[src/rtl/gpio_irq_pkg.sv]
package gpio_irq_pkg;

    localparam int LINES = 8;
    localparam int NPORT = 3;
    localparam int AW    = 8;

    typedef enum logic [1:0] {
        PORT_A = 2'd0,
        PORT_B = 2'd1,
        PORT_F = 2'd2
    } port_e;

    typedef enum logic [2:0] {
        REG_MODE = 3'd0,
        REG_POL  = 3'd1,
        REG_ACK  = 3'd2,
        REG_EN   = 3'd3,
        REG_STS  = 3'd4
    } reg_e;

    // Per-port line configuration carried as one record
    typedef struct packed {
        logic [LINES-1:0] edge_mode;
        logic [LINES-1:0] pol_high;
        logic [LINES-1:0] enable;
    } line_cfg_t;

    // Per-port detector output
    typedef struct packed {
        logic [LINES-1:0] edge_hit;
        logic [LINES-1:0] level_hit;
    } detect_t;

    // Byte address of one register of one port; software relies on these
    function automatic logic [AW-1:0] reg_ofs(input port_e port, input reg_e r);
        logic [AW-1:0] ofs;
        ofs = '0;
        case (port)
            PORT_A: case (r)
                REG_MODE: ofs = 8'h90;
                REG_POL:  ofs = 8'h94;
                REG_ACK:  ofs = 8'h98;
                REG_EN:   ofs = 8'h9c;
                default:  ofs = 8'ha0;
            endcase
            PORT_B: case (r)
                REG_MODE: ofs = 8'hac;
                REG_POL:  ofs = 8'hb0;
                REG_ACK:  ofs = 8'hb4;
                REG_EN:   ofs = 8'hb8;
                default:  ofs = 8'hbc;
            endcase
            default: case (r)
                REG_MODE: ofs = 8'h4c;
                REG_POL:  ofs = 8'h50;
                REG_ACK:  ofs = 8'h54;
                REG_EN:   ofs = 8'h5c;
                default:  ofs = 8'h58;
            endcase
        endcase
        return ofs;
    endfunction

endpackage

[src/rtl/gpio_irq_sync.sv]
module gpio_irq_sync #(
    parameter int W      = 8,
    parameter int STAGES = 2
) (
    input  logic         clk,
    input  logic         rst,
    input  logic [W-1:0] pin,
    output logic [W-1:0] cur,
    output logic [W-1:0] prev
);
    localparam int LAST = STAGES - 1;

    logic [W-1:0] stage [STAGES];
    logic [W-1:0] hold;

    generate
        for (genvar k = 0; k < STAGES; k++) begin : g_stage
            always_ff @(posedge clk) begin
                if (rst) begin
                    stage[k] <= '0;
                end else if (k == 0) begin
                    stage[k] <= pin;
                end else begin
                    stage[k] <= stage[(k == 0) ? 0 : k-1];
                end
            end
        end
    endgenerate

    // Previous synchronised sample for edge comparison
    always_ff @(posedge clk) begin
        if (rst) begin
            hold <= '0;
        end else begin
            hold <= stage[LAST];
        end
    end

    assign cur  = stage[LAST];
    assign prev = hold;
endmodule

[src/rtl/gpio_irq_detect.sv]
module gpio_irq_detect
    import gpio_irq_pkg::*;
(
    input  line_cfg_t        cfg,
    input  logic [LINES-1:0] cur,
    input  logic [LINES-1:0] prev,
    output detect_t          det
);
    logic [LINES-1:0] rise;
    logic [LINES-1:0] fall;
    logic [LINES-1:0] armed;

    always_comb begin
        rise  = cur & ~prev;
        fall  = ~cur & prev;
        armed = cfg.enable & cfg.edge_mode;
        det.edge_hit  = armed & ((cfg.pol_high & rise) | (~cfg.pol_high & fall));
        det.level_hit = ~(cur ^ cfg.pol_high);
    end
endmodule

[src/rtl/gpio_irq_bank.sv]
module gpio_irq_bank
    import gpio_irq_pkg::*;
#(
    parameter port_e PORT = PORT_A
) (
    input  logic             clk,
    input  logic             rst,
    input  logic [LINES-1:0] pin,
    input  logic             bus_wr,
    input  logic [AW-1:0]    bus_addr,
    input  logic [LINES-1:0] bus_wdata,
    output logic [LINES-1:0] rdata,
    output logic [LINES-1:0] status,
    output line_cfg_t        cfg_out
);
    localparam logic [AW-1:0] A_MODE = reg_ofs(PORT, REG_MODE);
    localparam logic [AW-1:0] A_POL  = reg_ofs(PORT, REG_POL);
    localparam logic [AW-1:0] A_ACK  = reg_ofs(PORT, REG_ACK);
    localparam logic [AW-1:0] A_EN   = reg_ofs(PORT, REG_EN);
    localparam logic [AW-1:0] A_STS  = reg_ofs(PORT, REG_STS);

    line_cfg_t        cfg;
    detect_t          det;
    logic [LINES-1:0] cur;
    logic [LINES-1:0] prev;
    logic [LINES-1:0] latch_q;
    logic [LINES-1:0] latch_d;
    logic [LINES-1:0] ack_mask;

    gpio_irq_sync #(.W(LINES), .STAGES(2)) u_sync (
        .clk  (clk),
        .rst  (rst),
        .pin  (pin),
        .cur  (cur),
        .prev (prev)
    );

    gpio_irq_detect u_det (
        .cfg  (cfg),
        .cur  (cur),
        .prev (prev),
        .det  (det)
    );

    always_comb begin
        ack_mask = (bus_wr && bus_addr == A_ACK) ? bus_wdata : '0;
        // New event wins over a same-cycle acknowledge; disabled or
        // level-mode lines hold nothing
        latch_d  = cfg.enable & cfg.edge_mode & ((latch_q & ~ack_mask) | det.edge_hit);
    end

    always_ff @(posedge clk) begin
        if (rst) begin
            cfg     <= '0;
            latch_q <= '0;
        end else begin
            latch_q <= latch_d;
            if (bus_wr) begin
                if (bus_addr == A_MODE) cfg.edge_mode <= bus_wdata;
                if (bus_addr == A_POL)  cfg.pol_high  <= bus_wdata;
                if (bus_addr == A_EN)   cfg.enable    <= bus_wdata;
            end
        end
    end

    always_comb begin
        status = cfg.enable & ((cfg.edge_mode & latch_q) | (~cfg.edge_mode & det.level_hit));
        unique case (bus_addr)
            A_MODE:  rdata = cfg.edge_mode;
            A_POL:   rdata = cfg.pol_high;
            A_EN:    rdata = cfg.enable;
            A_STS:   rdata = status;
            default: rdata = '0;
        endcase
    end

    assign cfg_out = cfg;
endmodule

[src/rtl/gpio_irq_port.sv]
module gpio_irq_port
    import gpio_irq_pkg::*;
(
    input  logic         clk,
    input  logic         rst,
    input  logic [7:0]   pin_a,
    input  logic [7:0]   pin_b,
    input  logic [7:0]   pin_f,
    input  logic         bus_wr,
    input  logic [7:0]   bus_addr,
    input  logic [7:0]   bus_wdata,
    output logic [7:0]   bus_rdata,
    output logic         irq_ab,
    output logic [7:0]   irq_f
);
    logic [NPORT-1:0][LINES-1:0] pins_all;
    logic [NPORT-1:0][LINES-1:0] rd_all;
    logic [NPORT-1:0][LINES-1:0] sts_all;
    logic [NPORT-1:0][LINES-1:0] en_all;
    logic [NPORT-1:0][LINES-1:0] edge_all;
    line_cfg_t                   cfg_all [NPORT];

    assign pins_all[PORT_A] = pin_a;
    assign pins_all[PORT_B] = pin_b;
    assign pins_all[PORT_F] = pin_f;

    generate
        for (genvar g = 0; g < NPORT; g++) begin : g_bank
            gpio_irq_bank #(.PORT(port_e'(g))) u_bank (
                .clk       (clk),
                .rst       (rst),
                .pin       (pins_all[g]),
                .bus_wr    (bus_wr),
                .bus_addr  (bus_addr),
                .bus_wdata (bus_wdata),
                .rdata     (rd_all[g]),
                .status    (sts_all[g]),
                .cfg_out   (cfg_all[g])
            );
            assign en_all[g]   = cfg_all[g].enable;
            assign edge_all[g] = cfg_all[g].edge_mode;
        end
    endgenerate

    always_comb begin
        bus_rdata = '0;
        for (int p = 0; p < NPORT; p++) begin
            bus_rdata = bus_rdata | rd_all[p];
        end
    end

    assign irq_ab = |{sts_all[PORT_A], sts_all[PORT_B]};
    assign irq_f  = sts_all[PORT_F];
endmodule

[config.mk]
export PLATFORM = sky130hd
export DESIGN_NAME = gpio_irq_port
export DESIGN_NICKNAME = d
export VERILOG_FILES = /design/src/rtl/gpio_irq_pkg.sv /design/src/rtl/gpio_irq_sync.sv /design/src/rtl/gpio_irq_detect.sv /design/src/rtl/gpio_irq_bank.sv /design/src/rtl/gpio_irq_port.sv
export SDC_FILE = /design/constraint.sdc
export NUM_CORES = 1
export LEC_CHECK = 0
export ABC_CLOCK_PERIOD_IN_PS = 1800
export BUFFER_PORTS_ARGS = -buffer_cell sky130_fd_sc_hd__buf_2
export CAP_MARGIN = 30
export CORE_ASPECT_RATIO = 1.75
export CORE_MARGIN = 4
export CORE_UTILIZATION = 60
export CTS_CLUSTER_SIZE = 16
export DETAILED_ROUTE_END_ITERATION = 7
export PLACE_DENSITY = 0.8
export SYNTH_ARGS = -nofsm -noshare
export SYNTH_HDL_FRONTEND = slang
export SYNTH_SLANG_ARGS = --single-unit
[constraint.sdc]
create_clock -name clk -period 1.8 [get_ports clk]
set_input_delay 0 -clock clk [delete_from_list [all_inputs] [get_ports clk]]
set_output_delay 0 -clock clk [all_outputs]
set_load 0.01 [all_outputs]
### After elaboration in Yosys (flattened, before gate mapping)

Memories as Yosys holds them, arrays and structs flattened.
Index checks and enable logic that the tools add are counted.

* bits in registers: 120
* memory bits (writable): 48
* output and inout bits: 17
* word-level logic and storage cells: 132
* memories: 3

Memory list
* g_bank[0].u_bank.u_sync.stage: words 2, width 8, read ports 2, clocked after memory_dff 0, write ports 2, line gpio_irq_sync.sv:13 `logic [W-1:0] stage [STAGES];`
* g_bank[1].u_bank.u_sync.stage: words 2, width 8, read ports 2, clocked after memory_dff 0, write ports 2, line gpio_irq_sync.sv:13
* g_bank[2].u_bank.u_sync.stage: words 2, width 8, read ports 2, clocked after memory_dff 0, write ports 2, line gpio_irq_sync.sv:13

* equality and inequality tests: 15
* multiplexer cells: 15
* bitwise operators: 71
* reduce and logical (&&, ||, !) cells: 13

Operators with widths (number)
* AND 8 bit: 33
* NOT 8 bit: 18
* case mux 8 bit (4 select lines): 3
* bitwise OR 8 bit: 11
* == test 8 bit (second input constant): 10
* two-way mux 8 bit: 9
* == test 8 x 7 -> 1 bit (second input constant): 5
* XOR 8 bit: 3
* AND reduction 2 bit: 9
* OR reduction 16 bit: 1
* bitwise OR 1 bit: 6
* logical AND 1 bit: 3
* two-way mux 1 bit: 3

### Logic depth before layout (Yosys ltp)

Gate-level depths: netlist of the first run.

* depth in word-level cells: 8
* depth in mapped cells: 8
* gate-level depth less buffers: 5

### Modules after synthesis

From an unflattened synthesis of the first run, not the netlist that was laid out.

* cell total of the unflattened synthesis: 833
* area, all modules: 8091.5 sq um

Modules (own cells, without submodules)
* gpio_irq_sync: times used 3, cells each 50, area an instance 693.2 sq um
* gpio_irq_bank (g_bank[0].u_bank): times used 1, cells each 188, area an instance 1766.7 sq um
* gpio_irq_bank (g_bank[1].u_bank): times used 1, cells each 184, area an instance 1691.6 sq um
* gpio_irq_bank (g_bank[2].u_bank): times used 1, cells each 178, area an instance 1661.6 sq um
* gpio_irq_detect: times used 3, cells each 40, area an instance 270.3 sq um
* gpio_irq_port: times used 1, cells each 13, area an instance 81.3 sq um

### Worst setup path before layout of the first run

OpenSTA, ideal clock, no wires.

* path type: register -> output
* start: register g_bank[2].u_bank.cfg_out[11] (netlist name)
* end: output bus_rdata[3]
* data arrival time: 1.396 ns
* data required time: 1.800 ns
* slack: 0.404 ns
* cell stages (with the launch flop): 6
* cell sequence: dfxtp_1 xor2_1 o21ai_0 and2_1 o2bb2ai_1 or4_1

* word-level cells in the longest chain between the ends: 7

RTL lines
* XOR 8 bit: line gpio_irq_detect.sv:18 `det.level_hit = ~(cur ^ cfg.pol_high);`
* NOT 8 bit: line gpio_irq_detect.sv:18
* AND 8 bit: line gpio_irq_bank.sv:67 `status = cfg.enable & ((cfg.edge_mode & latch_q) | (~cfg.edge_mode & det.level_hit));`
* bitwise OR 8 bit: line gpio_irq_bank.sv:67
* AND 8 bit: line gpio_irq_bank.sv:67
* via irq_f[3]: line gpio_irq_port.sv:14 `output logic [7:0] irq_f`
* case mux 8 bit (4 select lines): line gpio_irq_bank.sv:68 `unique case (bus_addr)`
* bitwise OR 8 bit: line gpio_irq_port.sv:48 `bus_rdata = bus_rdata | rd_all[p];`
* end: declaration: line gpio_irq_port.sv:12 `output logic [7:0] bus_rdata,`

The timed path passes the listed nets, and every way through them passes these cells.

==> flow_summary.yaml, run 1 <==
status:
  status: "finished, violations left"
  violations: "negative setup slack"
timing:
  fin_worst_skew_ns: 0.008923
  hold_violations: 0
  tightestPinTransition_ns: 0.5138
  finalSetupTns_ns: -0.3484
  min_period_ns: 1.960
  rsz0062_at_grt: "yes"
  post-route-period-util_pct: 108.9
  final_max_slew_viol_count: 0
  setup_viol: 4
  fmax_ghz: 0.5101
  fin_ws_ns: -0.1603
  hold_ws_ns: 0.1557
  slew_headroom_pct: 65.71
synth:
  synth_ff_type: "dfxtp_1"
  synth.avg_cell_area_um2: 8.661
  ys_seq_area_share_pct: 45.05
  synth_top_cells_by_count: "168 x dfxtp_1, 148 x nand2_1, 94 x nor2b_1, 56 x nor2_1, 49 x mux2i_1"
  synth.most_common_cell: "dfxtp_1"
  yosys_warnings: 0
  synth.largest_area_cell: "dfxtp_1"
  syn_nets: 905
  syn_area_um2: 7466
  synth_top_cell_area_share_pct: 45.05
  post_synth_inst_count: 862
  synth_edf_count: 0
  synth_cell_types: 51
  synthArstFlopShare_pct: 0
  netlist_top_cells_area: "dfxtp_1 45%, nor2b_1 7.9%, nand2_1 7.4%"
  ys_ff_latch: 168
power:
  leakagePower_nw: 3.783
  total_power_mw: 7.913
  powerDensity_nw_per_um2: 849.8
  ir_worst_vdd_uv: 753.2
global_routing:
  antenna_found_initial: 0
  grt_pass1_wl_mm: 33.67
  grt_overflow: 0
  grt_pass1_vias: 6562
  grt_max_degree: 43
  grt_usage_pct: 29.71
critical_path:
  cp-startpoint: "g_bank[2].u_bank.u_sync.stage[1][3]"
  cp_data_required_time_ns: 1.80
  worstSetupPathType: "reg2out"
  rr_startpoint: "g_bank[0].u_bank.u_sync.stage[1][7]"
  cp-start-kind: "flip-flop"
  crit_arrival_ns: 1.96
  end_kind: "primary output"
  cp_max_fo: 2
detailed_routing:
  drtIter0Drc: 432
  routedWlPerCell_um: 18.31
  num_vias: 6802
  detail-route-antenna-nets: 0
  via_per_inst: 5.915
  wl_mm: 21.06
  drc: 0
  drtPass1Iterations: 6
hold_path:
  hold_class: "in2reg"
  hp-start: "bus_wr"
cts:
  h-tree-depth: 4
  clock_latency_ns: 0.43
  cts-root-buf: "clkbuf_16"
  cts_buffers: 17
  cts_max_path_buffers: 2
  cts_tree: "yes"
  cts_sinks: 168
  clkTransAtPathRegs_ns: 0.07
cells_and_area:
  multi_input_area_um2: 4014
  fin_area_um2: 9313
  finish.utilization_pct: 76.74
  area_growth_pct: 24.74
  drive_gt1_share_pct: 22.03
  nets: 1015
  seq_area_um2: 3431
  antenna_cells: 0
  fillers: 893
run:
  cap_violations: 0
placed_design:
  gp_congestion: 1.002
  post_dp_cell_area_um2: 8048
  dpl.hpwl_mm: 14.24
  port_buffers: 59
floorplanning:
  coreArea_um2: 12140
  ioPinCount: 60
  rows: 53
  fp.dieW_um: 92.33
  dieArea_um2: 14360
  start_util_pct: 61.52
  die_h_um: 155.6
==> flip-flops by register name (all words and copies together), names as in the netlist <==
| register | cells |
|---|---|
| g_bank.u_bank.cfg_out | 72 |
| g_bank.u_bank.u_sync.prev | 24 |
| g_bank.u_bank.u_sync.stage | 48 |
| g_bank.u_bank.latch_q | 24 |
==> report_power, final <==
part           leakage [nW]  total [mW]  switching (mW)  internal [mW]
clock                 0.282        3.62            1.66           1.96
sequential             1.39        3.81          0.0410           3.77
combinational          2.11       0.478           0.260          0.217
==> path summary, 6_finish.rpt <==
kind	end	slack (ns)	cells after the start
worst min-delay path	g_bank[2].u_bank.cfg_out[9]	0.16	4
worst max register to register	g_bank[0].u_bank.latch_q[7]	0.65	3
worst max-delay path	bus_rdata[3]	-0.16	6
worst min register to register	g_bank[2].u_bank.u_sync.stage[1][6]	0.44	1
==> metal layers <==
layer	GRT usage [%]	wire [um]	vias up
li1	-	-	3204
met1	34.91	8341	3210
met2	49.34	10410	289
met3	5.357	1105	99
met4	19.42	1202	0
met5	0	0	-
==> worst max-delay path, stage by stage (launching register included) <==
cell and delay [ns]:
dfxtp_2 0.35, xor2_1 0.16, o21ai_1 0.10, and2_4 0.17, o2bb2ai_4 0.12, or4_4 0.50
buf_6 0.14
==> area by class of cell <==
cell class              count  share of cell area, %
flip-flops and latches    168                  36.84
clock inverters            15                  1.666
multi-input cells         639                  43.10
clock buffers              17                  4.568
inverters                   7                 0.2821
well taps                 165                  2.217
repair buffers            139                  11.33
==> per-stage QoR <==
stage	cells	setup slack (ns)
2_1_floorplan	862	0.4041
3_3_place_gp	1073	0.1071
3_5_place_dp	1073	0.09909
4_1_cts	1147	-0.1890
5_1_grt	1150	-0.1857
6_report	1150	-0.1603
==> repair_timing <==
item                                    4_1_cts  5_1_grt
gates resized for setup                      52       42
endpoints found under the hold margin        71        0
pin swaps                                    14       11
hold buffers                                 40        0
endpoints found under the setup margin        8        9
setup buffers                                 2        3
==> cells in the final DEF, fill, tap and decap left out, types with 3 or more instances in the layout <==
cell,n
nand2_1,147
dfxtp_1,130
nor2b_1,94
buf_2,57
nor2_1,56
mux2i_1,48
a21oi_1,44
dlygate4sd3_1,40
buf_4,37
dfxtp_2,30
nor3_1,25
o21ai_0,23
a221oi_1,23
nand3_1,22
nor3b_1,21
xor2_1,18
clkbuf_16,17
and2_1,10
o21ai_1,8
mux2_2,8
dfxtp_4,8
inv_1,7
nand4_1,7
a22oi_1,7
inv_6,7
and3_1,6
and2_4,5
a31oi_1,5
nand3_2,4
a22oi_2,4
xnor2_1,4
buf_12,4
o22ai_1,3
o211ai_1,3
and4_1,3
==> kinds of logic after synthesis <==
logic type             share of synthesized area (%)
AND/OR/NAND/NOR                                29.11
flip-flops                                     45.05
AO/OA/AOI/OAI                                  11.75
multiplexers                                   7.776
buffers and inverters                          3.503
XOR/XNOR                                       2.815
No activity file was read; power rests on OpenSTA's default activity.
==> run 2, diff against run 1 <==
- BUFFER_PORTS_ARGS: -buffer_cell sky130_fd_sc_hd__buf_2 -> -buffer_cell sky130_fd_sc_hd__clkbuf_2
- SYNTH_HIERARCHICAL: default -> 1
==> run 2 against run 1 <==
Net effect: the flow still finishes with violations (negative setup slack); synthesized cell count decreased by 3.4%; worst hold slack got worse by 0.12 ns; clock-buffer cell count increased by 1; setup slack got worse by 0.14 ns; via count increased by 5.4%; final cell count increased by 0.70%; register-to-register slack got worse by 0.40 ns; largest power group unchanged.
==> flow_summary.yaml, run 2 <==
synth:
  synth.most_common_cell: "dfxtp_1"
  synth_cell_types: 58
  netlist_top_cells_area: "dfxtp_1 42%, mux2i_1 11%, nor2b_2 4.5%"
  syn_area_um2: 8092
  ys_ff_latch: 168
  synth_top_cells_by_count: "168 x dfxtp_1, 88 x mux2i_1, 85 x nand2_1, 42 x nor2b_2, 41 x nor2b_1"
  synth.avg_cell_area_um2: 9.714
  post_synth_inst_count: 833
  synth_edf_count: 0
  syn_nets: 876
  synth.largest_area_cell: "dfxtp_1"
  synth_top_cell_area_share_pct: 41.56
  synth_ff_type: "dfxtp_1"
  ys_seq_area_share_pct: 41.56
  synthArstFlopShare_pct: 0
  yosys_warnings: 6
timing:
  final_max_slew_viol_count: 0
  hold_violations: 0
  fmax_ghz: 0.4757
  setup_viol: 9
  rsz0062_at_grt: "yes"
  slew_headroom_pct: 60.54
  fin_worst_skew_ns: 0.007306
  tightestPinTransition_ns: 0.5910
  min_period_ns: 2.102
  hold_ws_ns: 0.03531
  finalSetupTns_ns: -2.064
  post-route-period-util_pct: 116.8
  fin_ws_ns: -0.3020
cts:
  cts_buffers: 17
  cts-root-buf: "clkbuf_16"
  cts_tree: "yes"
  h-tree-depth: 4
  clkTransAtPathRegs_ns: 0.07
  clock_latency_ns: 0.42
  cts_max_path_buffers: 2
  cts_sinks: 168
run:
  cap_violations: 0
global_routing:
  grt_overflow: 0
  grt_pass1_vias: 7213
  grt_pass1_wl_mm: 36.53
  antenna_found_initial: 0
  grt_usage_pct: 30.56
  grt_max_degree: 64
cells_and_area:
  fin_area_um2: 10110
  antenna_cells: 0
  finalNonFillerCells: 1158
  layout_commonest_cell: "dfxtp_1"
  final_cell_mix: "113 x dfxtp_1, 85 x nand2_1, 84 x mux2i_1"
  nets: 1018
  largest_reg_flops: 72
  area_growth_pct: 24.93
  drive_gt1_share_pct: 32.12
  fillers: 897
power:
  ir_worst_vdd_uv: 651.1
  total_power_mw: 7.895
  leakagePower_nw: 3.988
  powerDensity_nw_per_um2: 781.1
critical_path:
  cp_data_required_time_ns: 1.80
  cp_max_fo: 2
  cp_slowest_cell: "or3_4"
  slowest_delay_ns: 0.39
  worstSetupPathType: "reg2out"
  path_cells: "xnor2_1, mux2i_2, a211oi_2, a221o_1, or3_4, buf_6"
  cp-start-kind: "flip-flop"
  crit_arrival_ns: 2.10
  end_kind: "primary output"
floorplanning:
  coreArea_um2: 13080
  dieArea_um2: 15480
  fp.dieW_um: 95.79
  ioPinCount: 60
  rows: 55
  start_util_pct: 61.89
  die_h_um: 161.6
detailed_routing:
  routedWlPerCell_um: 20.14
  via_per_inst: 6.190
  num_vias: 7168
  drc: 0
  drtIter0Drc: 686
  detail-route-antenna-nets: 0
  wl_mm: 23.33
  drtPass1Iterations: 7
placed_design:
  post_dp_cell_area_um2: 8761
  port_buffers: 59
  dpl.hpwl_mm: 15.61
  gp_congestion: 0.9547
  dpl.cell_count: 1072
status:
  status: "finished, violations left"
  violations: "negative setup slack"
hold_path:
  hold_class: "in2reg"
-- run 2: cell type report --
class | instances | area, um2 | area share [%]
Clock inverter | 13 | 127.6 | 1.263
Sequential cell | 168 | 3462 | 34.25
Multi-Input combinational cell | 612 | 4614 | 45.65
Tap cell | 171 | 214.0 | 2.117
Inverter | 13 | 48.80 | 0.4827
Timing Repair Buffer | 163 | 1202 | 11.90
Clock buffer | 18 | 439.2 | 4.345
-- run 2: path summary, 6_finish.rpt --
path                            slack, ns                                 from  cells after the start                                  end
worst max-delay path                -0.30         g_bank[1].u_bank/cfg_out[12]                      6                         bus_rdata[4]
worst min-delay path                 0.04                         bus_wdata[2]                      2          g_bank[1].u_bank/latch_q[2]
worst max register to register       0.25         g_bank[0].u_bank/cfg_out[11]                      6          g_bank[0].u_bank/latch_q[3]
worst min register to register       0.44  g_bank[1].u_bank/u_sync/stage[0][7]                      1  g_bank[1].u_bank/u_sync/stage[1][7]
-- run 2: routing by layer --
| layer | share of wire [%] | global-route usage [%] | up-vias |
|---|---|---|---|
| li1 | - | - | 3302 |
| met1 | 36 | 32.78 | 3411 |
| met2 | 52 | 53.53 | 352 |
| met3 | 6.2 | 6.011 | 103 |
| met4 | 6.2 | 18.52 | 0 |
| met5 | 0 | 0 | - |
-- run 2: cells by family after synthesis --
| family | count (synthesis) | share of synthesized area, % |
|---|---|---|
| XOR/XNOR | 24 | 2.598 |
| flip-flops | 168 | 41.56 |
| multiplexers | 88 | 10.89 |
| AND/OR/NAND/NOR | 381 | 30.38 |
| buffers and inverters | 53 | 3.665 |
| AO/OA/AOI/OAI | 119 | 10.90 |
-- run 2: what timing repair did --
action / CTS / global route
pin swaps: 27 / 14
buffers inserted: 25 / 5
gates cloned: 0 / 0
setup endpoints to repair: 9 / 9
hold buffers: 27 / 0
gates resized for setup: 79 / 38
endpoints found under the hold margin: 30 / 0
-- run 2: stage by stage --
step / setup WS [ns] / utilization, %
2_1_floorplan: 0.2929 / -
3_3_place_gp: 0.02125 / 67.00
3_5_place_dp: 0.03130 / 67.00
4_1_cts: -0.3073 / 76.26
5_1_grt: -0.3340 / 77.31
6_report: -0.3020 / 77.31
-- run 2: where the power goes --
part	switching (mW)	internal (mW)	leakage [nW]
Clock	1.67	1.87	0.271
Sequential	0.0381	3.77	1.39
Combinational	0.305	0.249	2.32
Total	2.01	5.88	3.99
-- run 2: critical path: cells and delay by family (launching register included) --
family,cells,cell delay [ns]
AOI/OAI and AO/OA,2,0.43
and+or+nand+nor,1,0.39
DFF,1,0.35
muxes,1,0.24
xor gates and xnor gates,1,0.13
buffers and inverters,1,0.13
==> run 3, diff against run 2 <==
- CORE_UTILIZATION: 60 -> 59
- PLACE_DENSITY: 0.8 -> 0.78
==> run 3 against run 2 <==
Net effect: the flow still finishes with violations (negative setup slack); via count shrank 2.4%; clock-buffer cell count shrank 1; critical path depth is the same; setup slack improved by 0.0079 ns.
==> flow_summary.yaml, run 3 (synthesized netlist as in run 2, its figures left out) <==
global_routing:
  grt_pass1_wl_mm: 35.74
  antenna_found_initial: 0
  grt_max_degree: 75
  grt_overflow: 0
  grt_usage_pct: 29.55
  grt_pass1_vias: 7232
critical_path:
  worstRegToRegCells: 5
  worstSetupPathType: "reg2out"
  critical_path_cell_count: 6
  end_kind: "primary output"
  cp_max_fo: 5
  crit_arrival_ns: 2.09
  critPathTopFamily: "compound AO/OA/AOI/OAI gates"
  slowest_delay_ns: 0.42
  cp-start-kind: "flip-flop"
  cp_slowest_cell: "or3_4"
  cp_data_required_time_ns: 1.80
  path_cells: "xnor2_1, mux2i_1, a2111oi_1, a211o_1, or3_4, clkbuf_2"
  critical_path_buf_inv_count: 1
power:
  ir_worst_vdd_uv: 841.9
  seqPwrFrac_pct: 47.1
  powerDensity_nw_per_um2: 820.0
  p_comb_share_pct: 6.6
  leakagePower_nw: 3.877
  power.share.clock_pct: 46.3
  swShare_pct: 24.36
  switching_power_mw: 1.973
  p_int_mw: 6.124
detailed_routing:
  drtIter0Drc: 462
  via_per_inst: 6.124
  drtPass1Iterations: 5
  detail-route-antenna-nets: 0
  wl_mm: 22.30
  drc: 0
  routedWlPerCell_um: 19.53
  num_vias: 6994
floorplanning:
  fp.dieW_um: 96.53
  dieArea_um2: 15730
  rows: 56
  die_h_um: 162.9
  ioPinCount: 60
  coreArea_um2: 13450
  start_util_pct: 60.15
cts:
  clock_latency_ns: 0.43
  cts-root-buf: "clkbuf_16"
  cts_max_path_buffers: 2
  cts_buffers: 17
  cts_sinks: 168
  clkTransAtPathRegs_ns: 0.07
  cts_tree: "yes"
  h-tree-depth: 4
cells_and_area:
  nets: 998
  antenna_cells: 0
  layout_commonest_cell: "dfxtp_1"
  drive_gt1_share_pct: 26.55
  largest_reg_flops: 72
  finish.utilization_pct: 73.40
  fin_area_um2: 9874
  fillers: 1026
  final_cell_mix: "132 x dfxtp_1, 87 x mux2i_1, 85 x nand2_1"
  area_growth_pct: 22.03
  finalNonFillerCells: 1142
hold_path:
  hold_class: "in2reg"
  min_path_cells: 2
timing:
  fmax_ghz: 0.4775
  slew_headroom_pct: 61.68
  tightestPinTransition_ns: 0.5739
  post-route-period-util_pct: 116.3
  final_max_slew_viol_count: 0
  rsz0062_at_grt: "yes"
  fin_worst_skew_ns: 0.007365
  fin_ws_ns: -0.2941
  setup_viol: 9
  hold_violations: 0
  min_period_ns: 2.094
run:
  cap_violations: 0
status:
  violations: "negative setup slack"
  status: "finished, violations left"
placed_design:
  post_dp_cell_area_um2: 8767
  port_buffers: 59
  dpl.hpwl_mm: 15.49
  dpl.cell_count: 1072
  gp_congestion: 0.9877
==> run 3: cell count changes in the layout (fill, tap and decap cells not counted), moves of 7 or more <==
cell / change
buf_4: -22
dfxtp_1: +19
dfxtp_2: -11
dfxtp_4: -8
nor2b_1: +8
nor2b_2: -7
==> run 3: power by group through the flow <==
stage	Sequential, mW	Combinational [mW]	Clock [mW]
CTS	3.81	0.523	3.81
detailed placement	3.91	0.463	0
global route	3.82	0.569	3.98
finish	3.82	0.534	3.75
global placement	3.90	0.450	0
floorplan	3.89	0.274	0
==> run 3: layout make-up <==
cell class	count	area, um2	share of cell area (%)
clock buffers	17	425.4	4.308
repair buffers	143	1071	10.85
multi-input cells	612	4506	45.63
flip-flops and latches	168	3418	34.62
well taps	174	217.7	2.205
clock inverters	15	187.7	1.901
inverters	13	48.80	0.4942
==> run 3: layer usage <==
metal  track usage [%]  routed length [um]  part of all wire [%]  vias to the layer above
li1                  -                   -                     -                     3258
met1             32.25                8165                    37                     3372
met2             51.45               11650                    52                      271
met3             4.947                1105                   5.0                       93
met4             18.65                1380                   6.2                        0
met5                 0                   0                     0                        -
==> run 3: metrics by stage <==
stage | hold WS [ns] | setup slack (ns) | setup TNS, ns | total power, mW
after floorplan | 0.07795 | 0.2929 | 0 | 4.166
after global placement | 0.2078 | 0.06697 | 0 | 4.350
after detailed placement | 0.2110 | 0.02048 | 0 | 4.368
after CTS | 0.006739 | -0.2765 | -2.057 | 8.144
after global routing | 0.02764 | -0.3422 | -2.673 | 8.368
final | 0.03540 | -0.2941 | -2.193 | 8.097
==> run 3: worst paths after layout <==
path	from	to	slack, ns
worst min register to register	g_bank[2].u_bank/u_sync/stage[0][1]	g_bank[2].u_bank/u_sync/stage[1][1]	0.43
worst max register to register	g_bank[1].u_bank/cfg_out[12]	g_bank[1].u_bank/latch_q[4]	0.28
worst min-delay path	bus_wdata[7]	g_bank[1].u_bank/latch_q[7]	0.04
worst max-delay path	g_bank[1].u_bank/cfg_out[10]	bus_rdata[2]	-0.29
==> run 3: what timing repair did <==
item / 4_1_cts / 5_1_grt
gates resized for setup: 45 / 17
hold buffers: 27 / 0
endpoints found under the hold margin: 36 / 0
buffers inserted: 10 / 1
pin swaps: 15 / 5
endpoints found under the setup margin: 9 / 9
